**config.mk**
```make
export PLATFORM = sky130hd
export DESIGN_NAME = sdram_cmd_front
export DESIGN_NICKNAME = d
export VERILOG_FILES = /design/src/rtl/sdc_pkg.sv /design/src/rtl/sdc_susp_ctl.sv /design/src/rtl/sdc_bank_table.sv /design/src/rtl/sdc_rd_lane_pipe.sv /design/src/rtl/sdram_cmd_front.sv
export SDC_FILE = /design/constraint.sdc
export NUM_CORES = 1
export LEC_CHECK = 0
export ABC_AREA = 0
export CAP_MARGIN = 20
export CORE_MARGIN = 8
export CORE_UTILIZATION = 46
export CTS_CLUSTER_DIAMETER = 150
export DETAILED_ROUTE_END_ITERATION = 7
export HOLD_SLACK_MARGIN = 0.12
export PLACE_DENSITY = 0.89
export SYNTH_ARGS = -nofsm -noshare
export SYNTH_HDL_FRONTEND = slang
export SYNTH_SLANG_ARGS = --single-unit
```
**constraint.sdc**
```tcl
create_clock -name clk -period 2.6 [get_ports clk]
set_input_delay 0.39 -clock clk [delete_from_list [all_inputs] [get_ports clk]]
set_output_delay 0.39 -clock clk [all_outputs]
set_load 0.005 [all_outputs]
```
**src/rtl/sdc_pkg.sv**
```systemverilog
package sdc_pkg;

   typedef enum logic [3:0] {
      OP_DESEL,
      OP_NOP,
      OP_ACT,
      OP_RD,
      OP_WR,
      OP_PRE,
      OP_REF,
      OP_MRS,
      OP_BST
   } op_e;

   function automatic op_e decode_op(input logic sel_n, input logic r_n,
                                     input logic c_n, input logic w_n);
      op_e res;
      if (sel_n) begin
         res = OP_DESEL;
      end else begin
         unique case ({r_n, c_n, w_n})
            3'b011:  res = OP_ACT;
            3'b101:  res = OP_RD;
            3'b100:  res = OP_WR;
            3'b010:  res = OP_PRE;
            3'b001:  res = OP_REF;
            3'b000:  res = OP_MRS;
            3'b110:  res = OP_BST;
            default: res = OP_NOP;
         endcase
      end
      return res;
   endfunction

endpackage

```
**src/rtl/sdc_susp_ctl.sv**
```systemverilog
module sdc_susp_ctl (
   input  logic clk,
   input  logic rst_n,
   input  logic clk_en,
   input  logic any_open,
   output logic susp
);

   always_ff @(posedge clk or negedge rst_n) begin
      if (!rst_n)        susp <= 1'b0;
      else if (clk_en)   susp <= 1'b0;
      else if (any_open) susp <= 1'b1;
   end

   // entry one edge after a low enable with a bank open
   p_susp_entry_r11: assert property (@(posedge clk) disable iff (!rst_n)
      (!clk_en && any_open) |=> susp);

   // a high enable always clears suspend after that edge
   p_susp_exit_r12: assert property (@(posedge clk) disable iff (!rst_n)
      clk_en |=> !susp);

endmodule

```
**src/rtl/sdc_bank_table.sv**
```systemverilog
module sdc_bank_table #(
   parameter int NUM_BANKS   = 4,
   parameter int ROW_W       = 12,
   parameter int PRE_ALL_BIT = 10,
   localparam int BA_W       = $clog2(NUM_BANKS)
) (
   input  logic                       clk,
   input  logic                       rst_n,
   input  logic                       act_en,
   input  logic                       pre_en,
   input  logic [BA_W-1:0]            bank,
   input  logic [ROW_W-1:0]           addr,
   output logic [NUM_BANKS-1:0]       is_open,
   output logic [NUM_BANKS*ROW_W-1:0] rows
);

   for (genvar b = 0; b < NUM_BANKS; b++) begin : g_bank
      logic             hit;
      logic [ROW_W-1:0] row_q;
      assign hit = (bank == BA_W'(b));
      always_ff @(posedge clk or negedge rst_n) begin
         if (!rst_n) begin
            is_open[b] <= 1'b0;
            row_q      <= '0;
         end else if (act_en && hit) begin
            is_open[b] <= 1'b1;
            row_q      <= addr;
         end else if (pre_en && (addr[PRE_ALL_BIT] || hit)) begin
            is_open[b] <= 1'b0;
         end
      end
      assign rows[b*ROW_W +: ROW_W] = row_q;
   end

   // a precharge with the all-banks bit closes every bank
   p_pre_all_r6: assert property (@(posedge clk) disable iff (!rst_n)
      (pre_en && addr[PRE_ALL_BIT]) |=> (is_open == '0));

   // an activate leaves its bank open
   p_act_opens_r4: assert property (@(posedge clk) disable iff (!rst_n)
      act_en |=> is_open[$past(bank)]);

endmodule

```
**src/rtl/sdc_rd_lane_pipe.sv**
```systemverilog
module sdc_rd_lane_pipe #(
   parameter int LANES = 2,
   parameter int LAT   = 2
) (
   input  logic             clk,
   input  logic             rst_n,
   input  logic             adv,
   input  logic [LANES-1:0] lane_in,
   output logic [LANES-1:0] lane_out
);

   if (LAT == 0) begin : g_direct
      assign lane_out = lane_in;
   end else begin : g_shift
      logic [LANES-1:0] st [LAT];
      always_ff @(posedge clk or negedge rst_n) begin
         if (!rst_n) begin
            for (int i = 0; i < LAT; i++) st[i] <= '0;
         end else if (adv) begin
            st[0] <= lane_in;
            for (int i = 1; i < LAT; i++) st[i] <= st[i-1];
         end
      end
      assign lane_out = st[LAT-1];

      // a frozen pipeline keeps its output
      p_frozen_hold_r12: assert property (@(posedge clk) disable iff (!rst_n)
         !adv |=> $stable(lane_out));
   end

endmodule

```
**src/rtl/sdram_cmd_front.sv**
```systemverilog
module sdram_cmd_front #(
   parameter int NUM_BANKS   = 4,
   parameter int ROW_W       = 12,
   parameter int COL_W       = 8,
   parameter int LANES       = 2,
   parameter int RD_MASK_LAT = 2,
   parameter int PRE_ALL_BIT = 10,
   localparam int BA_W       = $clog2(NUM_BANKS)
) (
   input  logic                       clk,
   input  logic                       rst_n,
   input  logic                       clk_en,
   input  logic                       chip_sel_n,
   input  logic                       row_strobe_n,
   input  logic                       col_strobe_n,
   input  logic                       write_n,
   input  logic [BA_W-1:0]            bank_sel,
   input  logic [ROW_W-1:0]           mux_addr,
   input  logic [LANES-1:0]           lane_mask,
   output logic                       act_stb,
   output logic                       rd_stb,
   output logic                       wr_stb,
   output logic                       pre_stb,
   output logic                       ref_stb,
   output logic                       mrs_stb,
   output logic                       bst_stb,
   output logic [BA_W-1:0]            cmd_bank,
   output logic [ROW_W-1:0]           cmd_row,
   output logic [COL_W-1:0]           cmd_col,
   output logic [NUM_BANKS-1:0]       bank_open,
   output logic [NUM_BANKS*ROW_W-1:0] open_rows,
   output logic [LANES-1:0]           rd_oe,
   output logic [LANES-1:0]           wr_be,
   output logic                       suspended,
   output logic                       proto_err
);
   import sdc_pkg::*;

   if (NUM_BANKS < 2 || (NUM_BANKS & (NUM_BANKS - 1)) != 0) begin : g_bad_banks
      $error("NUM_BANKS must be a power of two of at least 2");
   end
   if (COL_W > ROW_W) begin : g_bad_col
      $error("COL_W may not exceed ROW_W");
   end
   if (PRE_ALL_BIT >= ROW_W || PRE_ALL_BIT < COL_W) begin : g_bad_pre
      $error("PRE_ALL_BIT must lie above the column field inside the row");
   end

   logic live, sel_open;
   op_e  op;
   logic acc_act, acc_rd, acc_wr, acc_pre, bad_cmd;
   logic rd_run, wr_run, rd_run_nx;
   logic [LANES-1:0] rd_lane;

   assign live     = !suspended;
   assign op       = live ? decode_op(chip_sel_n, row_strobe_n, col_strobe_n, write_n)
                          : OP_DESEL;
   assign sel_open = bank_open[bank_sel];
   assign acc_act  = (op == OP_ACT) && !sel_open;
   assign acc_rd   = (op == OP_RD)  &&  sel_open;
   assign acc_wr   = (op == OP_WR)  &&  sel_open;
   assign acc_pre  = (op == OP_PRE);
   assign bad_cmd  = ((op == OP_ACT) && sel_open) ||
                     (((op == OP_RD) || (op == OP_WR)) && !sel_open);

   sdc_susp_ctl u_susp (
      .clk      (clk),
      .rst_n    (rst_n),
      .clk_en   (clk_en),
      .any_open (|bank_open),
      .susp     (suspended)
   );

   sdc_bank_table #(
      .NUM_BANKS   (NUM_BANKS),
      .ROW_W       (ROW_W),
      .PRE_ALL_BIT (PRE_ALL_BIT)
   ) u_banks (
      .clk     (clk),
      .rst_n   (rst_n),
      .act_en  (acc_act),
      .pre_en  (acc_pre),
      .bank    (bank_sel),
      .addr    (mux_addr),
      .is_open (bank_open),
      .rows    (open_rows)
   );

   always_ff @(posedge clk or negedge rst_n) begin
      if (!rst_n) begin
         {act_stb, rd_stb, wr_stb, pre_stb, ref_stb, mrs_stb, bst_stb} <= '0;
         cmd_bank  <= '0;
         cmd_row   <= '0;
         cmd_col   <= '0;
         proto_err <= 1'b0;
      end else begin
         act_stb <= acc_act;
         rd_stb  <= acc_rd;
         wr_stb  <= acc_wr;
         pre_stb <= acc_pre;
         ref_stb <= (op == OP_REF);
         mrs_stb <= (op == OP_MRS);
         bst_stb <= (op == OP_BST);
         if (acc_act || acc_rd || acc_wr || acc_pre) cmd_bank <= bank_sel;
         if (acc_act)                                cmd_row  <= mux_addr;
         if (acc_rd || acc_wr)                       cmd_col  <= mux_addr[COL_W-1:0];
         if (bad_cmd)                                proto_err <= 1'b1;
      end
   end

   // burst tracking
   always_comb begin
      rd_run_nx = rd_run;
      if (acc_rd)                                rd_run_nx = 1'b1;
      else if (acc_wr || acc_pre || op == OP_BST) rd_run_nx = 1'b0;
   end

   always_ff @(posedge clk or negedge rst_n) begin
      if (!rst_n) begin
         rd_run <= 1'b0;
         wr_run <= 1'b0;
      end else begin
         rd_run <= rd_run_nx;
         if (acc_wr)                                     wr_run <= 1'b1;
         else if (acc_rd || acc_pre || op == OP_BST)     wr_run <= 1'b0;
      end
   end

   // write lanes: zero latency
   always_comb begin
      wr_be = '0;
      if (acc_wr || (wr_run && live && !(acc_rd || acc_pre || op == OP_BST)))
         wr_be = ~lane_mask;
   end

   // read lanes: fixed mask latency
   assign rd_lane = rd_run_nx ? ~lane_mask : '0;

   sdc_rd_lane_pipe #(
      .LANES (LANES),
      .LAT   (RD_MASK_LAT)
   ) u_rdpipe (
      .clk      (clk),
      .rst_n    (rst_n),
      .adv      (live),
      .lane_in  (rd_lane),
      .lane_out (rd_oe)
   );

   // strobes are mutually exclusive
   p_one_strobe_r2: assert property (@(posedge clk) disable iff (!rst_n)
      $onehot0({act_stb, rd_stb, wr_stb, pre_stb, ref_stb, mrs_stb, bst_stb}));

   // nothing is accepted on an edge seen while suspended
   p_susp_blocks_r11: assert property (@(posedge clk) disable iff (!rst_n)
      suspended |=> !(act_stb | rd_stb | wr_stb | pre_stb | ref_stb | mrs_stb | bst_stb));

   // the error flag is sticky
   p_err_sticky_r7: assert property (@(posedge clk) disable iff (!rst_n)
      proto_err |=> proto_err);

   // no write lane while suspended
   p_wr_live_r9: assert property (@(posedge clk) disable iff (!rst_n)
      (|wr_be) |-> !suspended);

   // a read strobe refers to an open bank
   p_rd_open_r5: assert property (@(posedge clk) disable iff (!rst_n)
      rd_stb |-> bank_open[cmd_bank]);

endmodule

```
== Word level (Yosys, flattened, before mapping) ==
Cells that the tools add are included.
Word-level totals
  flip-flop bits (word level): 89
  latch bits: 0
  RAM bits: 0
  ROM bits: 0
  output and inout bits: 87
  memories: 0
Cells by class
  add/sub/neg operators: 0
  $mul: 0
  divide/modulo/power cells: 0
  order comparisons: 1
  equal/unequal tests: 16
  shifts and indexed selects: 0
  mux-type cells: 21
  bitwise logic cells: 1
  reductions and logical operators: 42
Operators by type and width (number)
  $pmux 4 s7: 1
  $eq 4x3->1 const B: 4
  $logic_and 1x1->1: 15
  $logic_or 1x1->1: 15
  $mux 1: 15
  $reduce_bool 2->1: 6
  $eq 3x3->1 const B: 3
  $eq 4x2->1 const B: 2
  $mux 4: 2
  $eq 3x2->1 const B: 2
  $eq 2x2->1 const B: 2
  $eq 4x4->1 const B: 1
  $mux 2: 2
  $reduce_or 4->1: 1
  $eq 3x1->1 const B: 1
  $logic_not 1->1: 3
  $logic_not 3->1: 1
  $lt 2x3->1 const B: 1
  $bmux 1 s2: 1
  $eq 2x1->1 const B: 1
  $logic_not 2->1: 1
  $not 2->2: 1

== Longest topological paths before layout ==
Gate-level depths: netlist of the first run.
  depth after elaboration: 12
  depth in mapped cells: 6
  depth with buffers taken out: 4

== Modules after synthesis ==
A second synthesis of the first run with hierarchy kept.
Unflattened totals
  cells, all modules: 231
  area total of the unflattened synthesis: 3534.6 um2
By module, submodules not included
  sdc_bank_table: times used 1, cells an instance 120, area an instance 1985.7 um2, sequential area each 1301.2 um2
  sdram_cmd_front: times used 1, cells an instance 99, area an instance 1353.8 um2, sequential area each 800.8 um2
  sdc_rd_lane_pipe: times used 1, cells an instance 10, area an instance 160.2 um2, sequential area each 100.1 um2
  sdc_susp_ctl: times used 1, cells an instance 2, area an instance 35.0 um2, sequential area each 25.0 um2

== Worst setup path before layout of the first run ==
No wires, ideal clock.
  path type: input to output
  from: input bank_sel[0]
  to: output wr_be[0]
  arrival: 1.790 ns
  required time: 2.210 ns
  setup slack: 0.420 ns
  stages: 5
  path buffers: 1
  cell sequence: buf_6 mux4_2 nand3_1 mux2_2 nor3_1
On the way
  cells in the longest elaborated chain, start to end: 9
  elaborated cells between the ends (all ways): 10
  those cells by class: mux (3); reduce/logical (7)
Ends and longest elaborated chain
  start, declared: RTL line sdram_cmd_front.sv:17  | input logic [BA_W-1:0] bank_sel,
  $bmux 1 s2 (*): RTL line sdram_cmd_front.sv:58  | assign sel_open = bank_open[bank_sel];
  $mux 1 (implied by the code) (*): RTL line sdram_cmd_front.sv:58
  $logic_and 1x1->1: RTL line sdram_cmd_front.sv:60  | assign acc_rd = (op == OP_RD) && sel_open;
  $logic_or 1x1->1 (2 in a row): RTL line sdram_cmd_front.sv:132  | if (acc_wr || (wr_run && live && !(acc_rd || acc_pre || op == OP_BST)))
  $logic_not 1->1: RTL line sdram_cmd_front.sv:132
  $logic_and 1x1->1: RTL line sdram_cmd_front.sv:132
  $logic_or 1x1->1 (*): RTL line sdram_cmd_front.sv:132
  $mux 2 (*): RTL line sdram_cmd_front.sv:132
  end, declared: RTL line sdram_cmd_front.sv:33  | output logic [LANES-1:0] wr_be,
Mark *: on every way between the ends. The rest lies on a longest branch, timed or not. The select of a mux whose other input is x is not followed.

== Final worst setup path of the first run ==
  from: register u_banks.is_open[3]
  to: output wr_be[0]
On the way
  cells in the longest elaborated chain, start to end: 9
  elaborated cells between the ends (all ways): 10
  those cells by class: mux (3); reduce/logical (7)
Ends and longest elaborated chain
  start, declared: RTL line sdc_bank_table.sv:13  | output logic [NUM_BANKS-1:0] is_open,
  start signal, assigned by index: RTL line sdc_bank_table.sv:23  | is_open[b] <= 1'b0;
  start signal, assigned by index: RTL line sdc_bank_table.sv:26  | is_open[b] <= 1'b1;
  start signal, assigned by index: RTL line sdc_bank_table.sv:29  | is_open[b] <= 1'b0;
  $bmux 1 s2 (*): RTL line sdram_cmd_front.sv:58
  $mux 1 (implied by the code) (*): RTL line sdram_cmd_front.sv:58
  $logic_and 1x1->1: RTL line sdram_cmd_front.sv:60
  $logic_or 1x1->1 (2 in a row): RTL line sdram_cmd_front.sv:132
  $logic_not 1->1: RTL line sdram_cmd_front.sv:132
  $logic_and 1x1->1: RTL line sdram_cmd_front.sv:132
  $logic_or 1x1->1 (*): RTL line sdram_cmd_front.sv:132
  $mux 2 (*): RTL line sdram_cmd_front.sv:132
Marked as above.

==> reports/metrics.csv, run 1 <==
metric,value,unit
status,completed,
dieArea,10800,um^2
yosys_most_used_dff,dfrtp_1,
crit_path_start,u_banks.is_open[3],
nets,406,
numCtsBuffers,9,
track_usage,18.0,%
syn_to_final_growth,44.0,%
fillers,584,
cap_violations,0,
startpoint_type,flop,
p_seq_share,47.1,%
synth.net_count,270,
fin_util,67.5,%
ys_seq_area_share,62.5,%
tightest_slew,0.596,ns
yosys_warnings,0,
ys_seq_elements,89,
synth_edf_count,0,
worstHoldStart,proto_err,
synthArstFlopShare,100,%
drt_iter0_markers,46,
internal-power,0.00289,W
wl_per_cell,19.5,um
crit_type,flop to output pin,
grt_overflow,0,
grt_antenna_before_repair,0,
detail-route-antenna-nets,0,
n_antenna_cell,0,
power_frac_comb,30.1,%
grt_pass1_vias,2834,
crit_path_max_fanout,3,
p_switching,0.00103,W
clock_path_buffers,2,
cts_tree,yes,
critical_path.endpoint_type,output pin,
grt_pass1_wl,15.5,mm
grt_max_degree,46,
setup_viol,0,
finalPower,0.00392,W
syn_avg_cell_area,14.4,um^2
dr.pass1.iters,4,
via_per_inst,5.05,
place_congestion,0.833,
p_sw_share,26.3,%
start_util,46.8,%
clk_root_buffer_cell,clkbuf_8,
io_buffers,109,
clock_latency,0.35,ns
die_width,104,um
slew_violations,0,
syn_inst,247,
wl,9.54,mm
clk_pin_slew,0.07,ns
skew,0.0109,ns
ioPinCount,110,
layout-drive-gt1-share,31.5,%
peakVddDrop,0.455,mV
ys_types,31,
fmax,402,MHz
relSlewSlack,60.3,%
worstPathArrival,2.10,ns
leakagePower,2.35,nW
preCtsSetupSlack,-0.411,ns
hp-class,flop to flop,
vias,2469,
drc,0,
hold_viol,0,
synth_area,3560,um^2
die_h,104,um
dp_hpwl,7.03,mm
rows,32,
rr_startpoint,u_banks.is_open[3],
power_frac_clock,22.9,%
post-route-period-util,95.6,%
setup_slack,0.114,ns
clkSinkCount,89,
fin_crit,2.49,ns
core-area,7610,um^2
power_density,764,nW/um^2
critPathRequiredTime,2.21,ns
htreeDepth,3,
cells in the final DEF (no fill, tap or decap), types with 2 or more instances in the layout:
cell               n
nor2_1             7
buf_4             27
inv_1              5
nor3_2             2
a21oi_1            3
a21o_1             3
nor4_4             2
nand2_1           29
clkdlybuf4s50_1  105
nor3_4             2
dfrtp_1           89
o21ai_0            4
clkbuf_8           9
mux2_2            65
nor3_1             5
o41ai_1            2
buf_12             3
clkbuf_1           3
Yosys cell counts, types with 2 or more instances:
library cell  count  area share, %
a21o_1            3           0.63
a21oi_1           3           0.42
buf_2             3           0.42
buf_4             5            1.1
buf_6             4            1.3
clkbuf_1          2           0.21
dfrtp_1          89             63
inv_1             5           0.53
mux2_2           65             21
nand2_1          29            3.1
nor2_1            7           0.74
nor3_1            7           0.98
nor3_4            2           0.91
nor4_4            2            1.2
o21ai_0           4           0.56
o41ai_1           2           0.49
registers in the layout, indices dropped and copies added, names as in the netlist, 2 cells and up:
signal	count
cmd_col	8
cmd_bank	2
u_banks.g_bank.row_q	48
u_rdpipe.g_shift.st	2
u_banks.is_open	4
cmd_row	12
u_rdpipe.lane_out	2
cells by family after synthesis:
group	synth area share (%)
buf+inv	3.48
mux	21.5
flops	62.5
compound gates	2.85
simple gates	9.69
worst max-delay path: stages (launching register included):
cell and delay (ns):
dfrtp_1 0.41, mux4_2 0.52, nand3_2 0.11, mux2_2 0.38, nor3_2 0.12, clkdlybuf4s15_2 0.23
worst paths after layout:
check	end	slack [ns]	cells after the start
min reg2reg	proto_err	0.47	1
max	wr_be[0]	0.11	5
min in group asynchronous	u_rdpipe.lane_out[0]	0.58	2
max in group asynchronous	cmd_row[3]	1.37	3
max reg2reg	cmd_row[7]	0.60	5
min	proto_err	0.47	1
per-layer routing:
layer | GRT usage, % | vias to the layer above | part of all wire [%]
li1 | - | 1124 | -
met1 | 19.6 | 1257 | 39
met2 | 31.2 | 78 | 53
met3 | 7.31 | 10 | 7.5
met4 | 5.38 | 0 | 1.2
met5 | 0 | - | 0
per-stage QoR:
| step | TNS, ns | cells | cell area, um^2 | hold slack (ns) |
|---|---|---|---|---|
| 6_report | 0 | 489 | 5130 | 0.473 |
| 3_3_place_gp | -0.710 | 472 | 4920 | 0.420 |
| 2_1_floorplan | 0 | 247 | 3560 | 0.0944 |
| 3_5_place_dp | -0.952 | 472 | 4920 | 0.425 |
| 5_1_grt | -0.000247 | 489 | 5130 | 0.495 |
| 4_1_cts | 0 | 488 | 5110 | 0.475 |
repair_timing:
| action | CTS | global route |
|---|---|---|
| gates resized for setup | 7 | 2 |
| hold buffers | 1 | 0 |
| setup endpoints to repair | 2 | 2 |
| gates cloned | 0 | 0 |
| setup buffers | 0 | 1 |
| endpoints found under the hold margin | 44 | 0 |
layout make-up:
class	count	area (um^2)	share of cell area, %
clock buffer	12	135	2.63
clock inverter	3	42.5	0.829
inverter	5	18.8	0.366
multi-input combinational	139	1230	23.9
sequential	89	2230	43.4
tap	102	128	2.49
timing repair buffer	139	1350	26.4
power by group through the flow:
stage	Clock (W)	Sequential (W)	Combinational (W)
after CTS	0.000911	0.00185	0.00119
after global placement	0	0.00186	0.00114
after floorplan	0	0.00189	0.000342
after detailed placement	0	0.00188	0.00118
after global routing	0.000982	0.00189	0.00127
final	0.000896	0.00185	0.00118
Note: power is estimated with default switching activity, not from simulation.
==> run 2: changes to the inputs <==
--- a/config.mk
+++ b/config.mk
@@ -9,10 +9,10 @@
 export CAP_MARGIN = 20
 export CORE_MARGIN = 8
 export CORE_UTILIZATION = 46
-export CTS_CLUSTER_DIAMETER = 150
+export CTS_CLUSTER_DIAMETER = 100
 export DETAILED_ROUTE_END_ITERATION = 7
 export HOLD_SLACK_MARGIN = 0.12
-export PLACE_DENSITY = 0.89
+export PLACE_DENSITY_LB_ADDON = 0.15
 export SYNTH_ARGS = -nofsm -noshare
 export SYNTH_HDL_FRONTEND = slang
 export SYNTH_SLANG_ARGS = --single-unit
==> reports/metrics.csv, run 2 (synthesized netlist as in run 1, its figures left out) <==
metric,value,unit
grt_overflow,0,
place_congestion,0.803,
wl_per_cell,17.8,um
layout_commonest_cell,clkdlybuf4s50_1,
fmax,408,MHz
clk_pin_slew,0.08,ns
layout-drive-gt1-share,32.0,%
critPathRequiredTime,2.21,ns
nets,407,
regMostFlops,u_banks.g_bank.row_q,
cts_tree,yes,
crit_type,flop to output pin,
dr.pass1.iters,4,
clock_latency,0.34,ns
tightest_slew,0.638,ns
grt_use_met3,6.32,%
via_per_inst,4.96,
wl,8.71,mm
grt_antenna_before_repair,0,
hp-class,flop to flop,
peakVddDrop,0.482,mV
grt_pass1_wl,14.5,mm
clock_path_buffers,2,
dp_hpwl,6.44,mm
rows,32,
die_h,104,um
n_antenna_cell,0,
dp_cells,474,
power_density,749,nW/um^2
drc,0,
slew_violations,0,
die_width,104,um
syn_to_final_growth,43.2,%
leakagePower,2.35,nW
grt_max_degree,49,
drt_iter0_markers,79,
startpoint_type,flop,
skew,0.00826,ns
reg_top3,"u_banks.g_bank.row_q x48, cmd_row x12, cmd_col x8",
fin_cells,489,
ioPinCount,110,
core-area,7610,um^2
relSlewSlack,57.4,%
setup-tns-final,0,ns
grt_use_met2,27.0,%
io_buffers,109,
setup_viol,0,
critical_path.endpoint_type,output pin,
worstPathArrival,2.06,ns
crit_path_max_fanout,3,
vias,2427,
largest_reg_flops,48,
hold_viol,0,
clk_root_buffer_cell,clkbuf_8,
grtUsageMet1,19.6,%
post-route-period-util,94.2,%
htreeDepth,3,
numCtsBuffers,9,
dieArea,10800,um^2
rsz0062_at_grt,false,
detail-route-antenna-nets,0,
status,completed,
layout_common_cells,"105 x clkdlybuf4s50_1, 89 x dfrtp_1, 65 x mux2_2",
grt_pass1_vias,2729,
track_usage,16.7,%
cap_violations,0,
clkSinkCount,89,
start_util,46.8,%
top_usage_layer,met2,
fin_crit,2.45,ns
-- run 2: cell count changes in the layout (fill, tap and decap cells not counted) --
cell             previous run  this run
buf_4                      27        30
buf_12                      3         1
clkbuf_1                    3         1
clkbuf_8                    9        11
bufinv_16                   1         0
clkdlybuf4s15_1             1         0
clkdlybuf4s15_2             1         2
clkinvlp_4                  1         0
inv_6                       0         1
nor3_1                      5         6
nor3_2                      2         1
-- run 2: stage by stage --
step | hold slack (ns) | total power [W] | utilization, % | cell area, um^2 | setup slack, ns
2_1_floorplan | 0.0944 | 0.00223 | - | 3560 | 0.420
3_3_place_gp | 0.458 | 0.00300 | 64.6 | 4910 | -0.342
3_5_place_dp | 0.456 | 0.00303 | 64.6 | 4910 | -0.372
4_1_cts | 0.488 | 0.00388 | 67.1 | 5100 | 0.131
5_1_grt | 0.524 | 0.00404 | 67.1 | 5100 | 0.0664
6_report | 0.486 | 0.00382 | 67.1 | 5100 | 0.151
-- run 2: power by group --
part	internal [W]	total (W)	leakage, nW	switching [W]
Sequential	0.00168	0.00184	1.16	0.000159
Clock	0.000392	0.000837	0.0887	0.000445
Combinational	0.000759	0.00114	1.10	0.000384
-- run 2: worst max-delay path, stage by stage, from the launching register on --
cell and delay [ns]:
dfrtp_1 0.41, mux4_2 0.50, nand3_2 0.10, mux2_2 0.36, nor3_1 0.13, clkdlybuf4s15_2 0.23
-- run 2: layout make-up --
| class | count | area (um^2) |
|---|---|---|
| fill | 593 | 2510 |
| sequential | 89 | 2230 |
| timing repair buffer | 140 | 1340 |
| multi-input combinational | 139 | 1220 |
| clock buffer | 12 | 155 |
| tap | 102 | 128 |
| inverter | 5 | 18.8 |
| clock inverter | 2 | 13.8 |
-- run 2: final timing paths --
kind | to | start | slack [ns] | cells after the start
max in group asynchronous | cmd_col[4] | rst_n | 1.32 | 3
setup / recovery | wr_be[0] | u_banks.is_open[3] | 0.15 | 5
hold / removal | cmd_col[0] | cmd_col[0] | 0.49 | 2
min in group asynchronous | u_rdpipe.g_shift.st[2] | rst_n | 0.60 | 2
setup reg to reg | cmd_bank[0] | u_banks.is_open[3] | 0.65 | 5
hold reg to reg | cmd_col[0] | cmd_col[0] | 0.49 | 2
-- run 2: routing by layer --
| metal | share of wire, % | up-vias |
|---|---|---|
| met2 | 49 | 76 |
| met4 | 1.7 | 0 |
| met5 | 0 | - |
| li1 | - | 1123 |
| met1 | 41 | 1215 |
| met3 | 8.0 | 13 |
-- run 2: timing repair --
action	in CTS	in global routing
hold buffers	1	0
setup buffers	0	0
gates resized for setup	9	0
endpoints found under the hold margin	47	0
setup endpoints to repair	2	0
==> run 3: changes to the inputs <==
--- a/config.mk
+++ b/config.mk
@@ -7,7 +7,7 @@
 export LEC_CHECK = 0
 export ABC_AREA = 0
 export CAP_MARGIN = 20
-export CORE_MARGIN = 8
+export CORE_MARGIN = 1
 export CORE_UTILIZATION = 46
 export CTS_CLUSTER_DIAMETER = 100
 export DETAILED_ROUTE_END_ITERATION = 7
==> constraint.sdc (replaced) <==
create_clock -name clk -period 2.6 [get_ports clk]
set_input_delay 0.39 -clock clk [delete_from_list [all_inputs] [get_ports clk]]
set_output_delay 0.39 -clock clk [all_outputs]
set_load 0.01 [all_outputs]
==> reports/metrics.csv, run 3 (synthesized netlist as in run 1, its figures left out) <==
metric,value,unit
status,completed,
numCtsBuffers,9,
drt_iter0_markers,117,
crit_path_max_incr_delay,0.52,ns
syn_to_final_growth,43.9,%
wl,8.05,mm
dieArea,8100,um^2
fmax,403,MHz
n_antenna_cell,0,
clk_root_buffer_cell,clkbuf_8,
fin_crit,2.48,ns
hold_viol,0,
hp-class,flop to flop,
regMostFlops,u_banks.g_bank.row_q,
critPathRequiredTime,2.21,ns
layout_commonest_cell,clkdlybuf4s50_1,
vias,2463,
detail-route-antenna-nets,0,
cts_tree,yes,
slew_violations,0,
crit_family,multiplexers,
place_congestion,0.791,
relSlewSlack,65.7,%
whs,0.481,ns
grt_use_met2,34.4,%
wl_per_cell,16.4,um
crit_type,flop to output pin,
clk_pin_slew,0.09,ns
reg_top3,"u_banks.g_bank.row_q x48, cmd_row x12, cmd_col x8",
track_usage,21.4,%
critical_path.endpoint_type,output pin,
clock_path_buffers,2,
rows,31,
nets,409,
post-route-period-util,95.5,%
layout_common_cells,"105 x clkdlybuf4s50_1, 89 x dfrtp_1, 65 x mux2_2",
start_util,48.3,%
crit_path_max_fanout,3,
grt_max_degree,53,
ioPinCount,110,
die_h,90,um
die_width,90,um
grtUsageMet1,27.4,%
grt_pass1_vias,2481,
critPathSlowestCell,mux4_2,
grt_use_met3,7.28,%
grt_pass1_wl,13.3,mm
worstPathArrival,2.09,ns
via_per_inst,5.03,
leakagePower,2.36,nW
clock_latency,0.35,ns
io_buffers,109,
startpoint_type,flop,
tightest_slew,0.515,ns
cp_num_buf_inv,1,
setup-tns-final,0,ns
skew,0.0116,ns
fin_util,69.6,%
largest_reg_flops,48,
power_density,778,nW/um^2
path_cells,mux4_2 -> nand3_2 -> mux2_2 -> nor3_2 -> clkdlybuf4s15_2,
layout-drive-gt1-share,33.0,%
rsz0062_at_grt,false,
drc,0,
grt_antenna_before_repair,0,
top_usage_layer,met2,
htreeDepth,3,
grt_overflow,0,
dr.pass1.iters,4,
clkSinkCount,89,
dp_hpwl,5.65,mm
cap_violations,0,
core-area,7370,um^2
setup_viol,0,
peakVddDrop,0.504,mV
-- run 3: cell count changes in the layout (fill, tap and decap cells not counted), sizes merged --
cell | previous run | this run
buf | 31 | 34
clkbuf | 12 | 11
clkdlybuf4s15 | 2 | 1
clkinv | 1 | 0
clkinvlp | 0 | 4
-- run 3: path summary, 6_finish.rpt --
kind	startpoint	to	slack, ns	depth (start not counted)
worst max-delay path	u_banks.is_open[3]	wr_be[0]	0.12	5
worst min-delay path	cmd_col[0]	cmd_col[0]	0.48	2
worst max register to register	u_banks.is_open[3]	cmd_row[3]	0.64	5
worst min register to register	cmd_col[0]	cmd_col[0]	0.48	2
max in group asynchronous	rst_n	u_susp.susp	1.40	3
min in group asynchronous	rst_n	u_rdpipe.g_shift.st[2]	0.54	2
-- run 3: worst reg2reg max path, cell delays in order, from the launching register on --
cell	delay, ns
dfrtp_1	0.42
mux4_2	0.52
buf_4	0.18
nor3_4	0.17
buf_4	0.21
mux2_2	0.35
-- run 3: metrics by stage --
step,setup WS (ns),instances,area (um^2),total power [W]
6_report,0.118,490,5130,0.00399
5_1_grt,0.0104,490,5130,0.00420
4_1_cts,0.0560,489,5110,0.00403
3_5_place_dp,-0.436,472,4910,0.00313
3_3_place_gp,-0.395,472,4910,0.00310
2_1_floorplan,0.321,247,3560,0.00234
-- run 3: where the power goes --
group          internal, W  leakage [nW]  switching, W  total, W
Combinational     0.000771          1.11      0.000487   0.00126
Clock             0.000403        0.0842      0.000487  0.000890
Sequential         0.00168          1.16      0.000162   0.00184
Total              0.00285          2.36       0.00114   0.00399
-- run 3: layout make-up --
class / instances / area, um^2
clock inverters: 5 / 38.8
flip-flops and latches: 89 / 2230
fillers: 538 / 2240
clock buffers: 11 / 151
multi-input cells: 139 / 1220
well taps: 99 / 124
repair buffers: 142 / 1350
inverters: 5 / 18.8
-- run 3: layer usage --
layer / wire length, um / up-vias
met5: 0 / -
met2: 3910 / 83
li1: - / 1142
met3: 554 / 7
met1: 3500 / 1231
met4: 95 / 0
-- run 3: repair_timing --
action,CTS,global route
resized for setup,9,1
hold buffers,1,0
endpoints found under the setup margin,2,1
hold endpoints to repair,37,0
buffers inserted,0,1
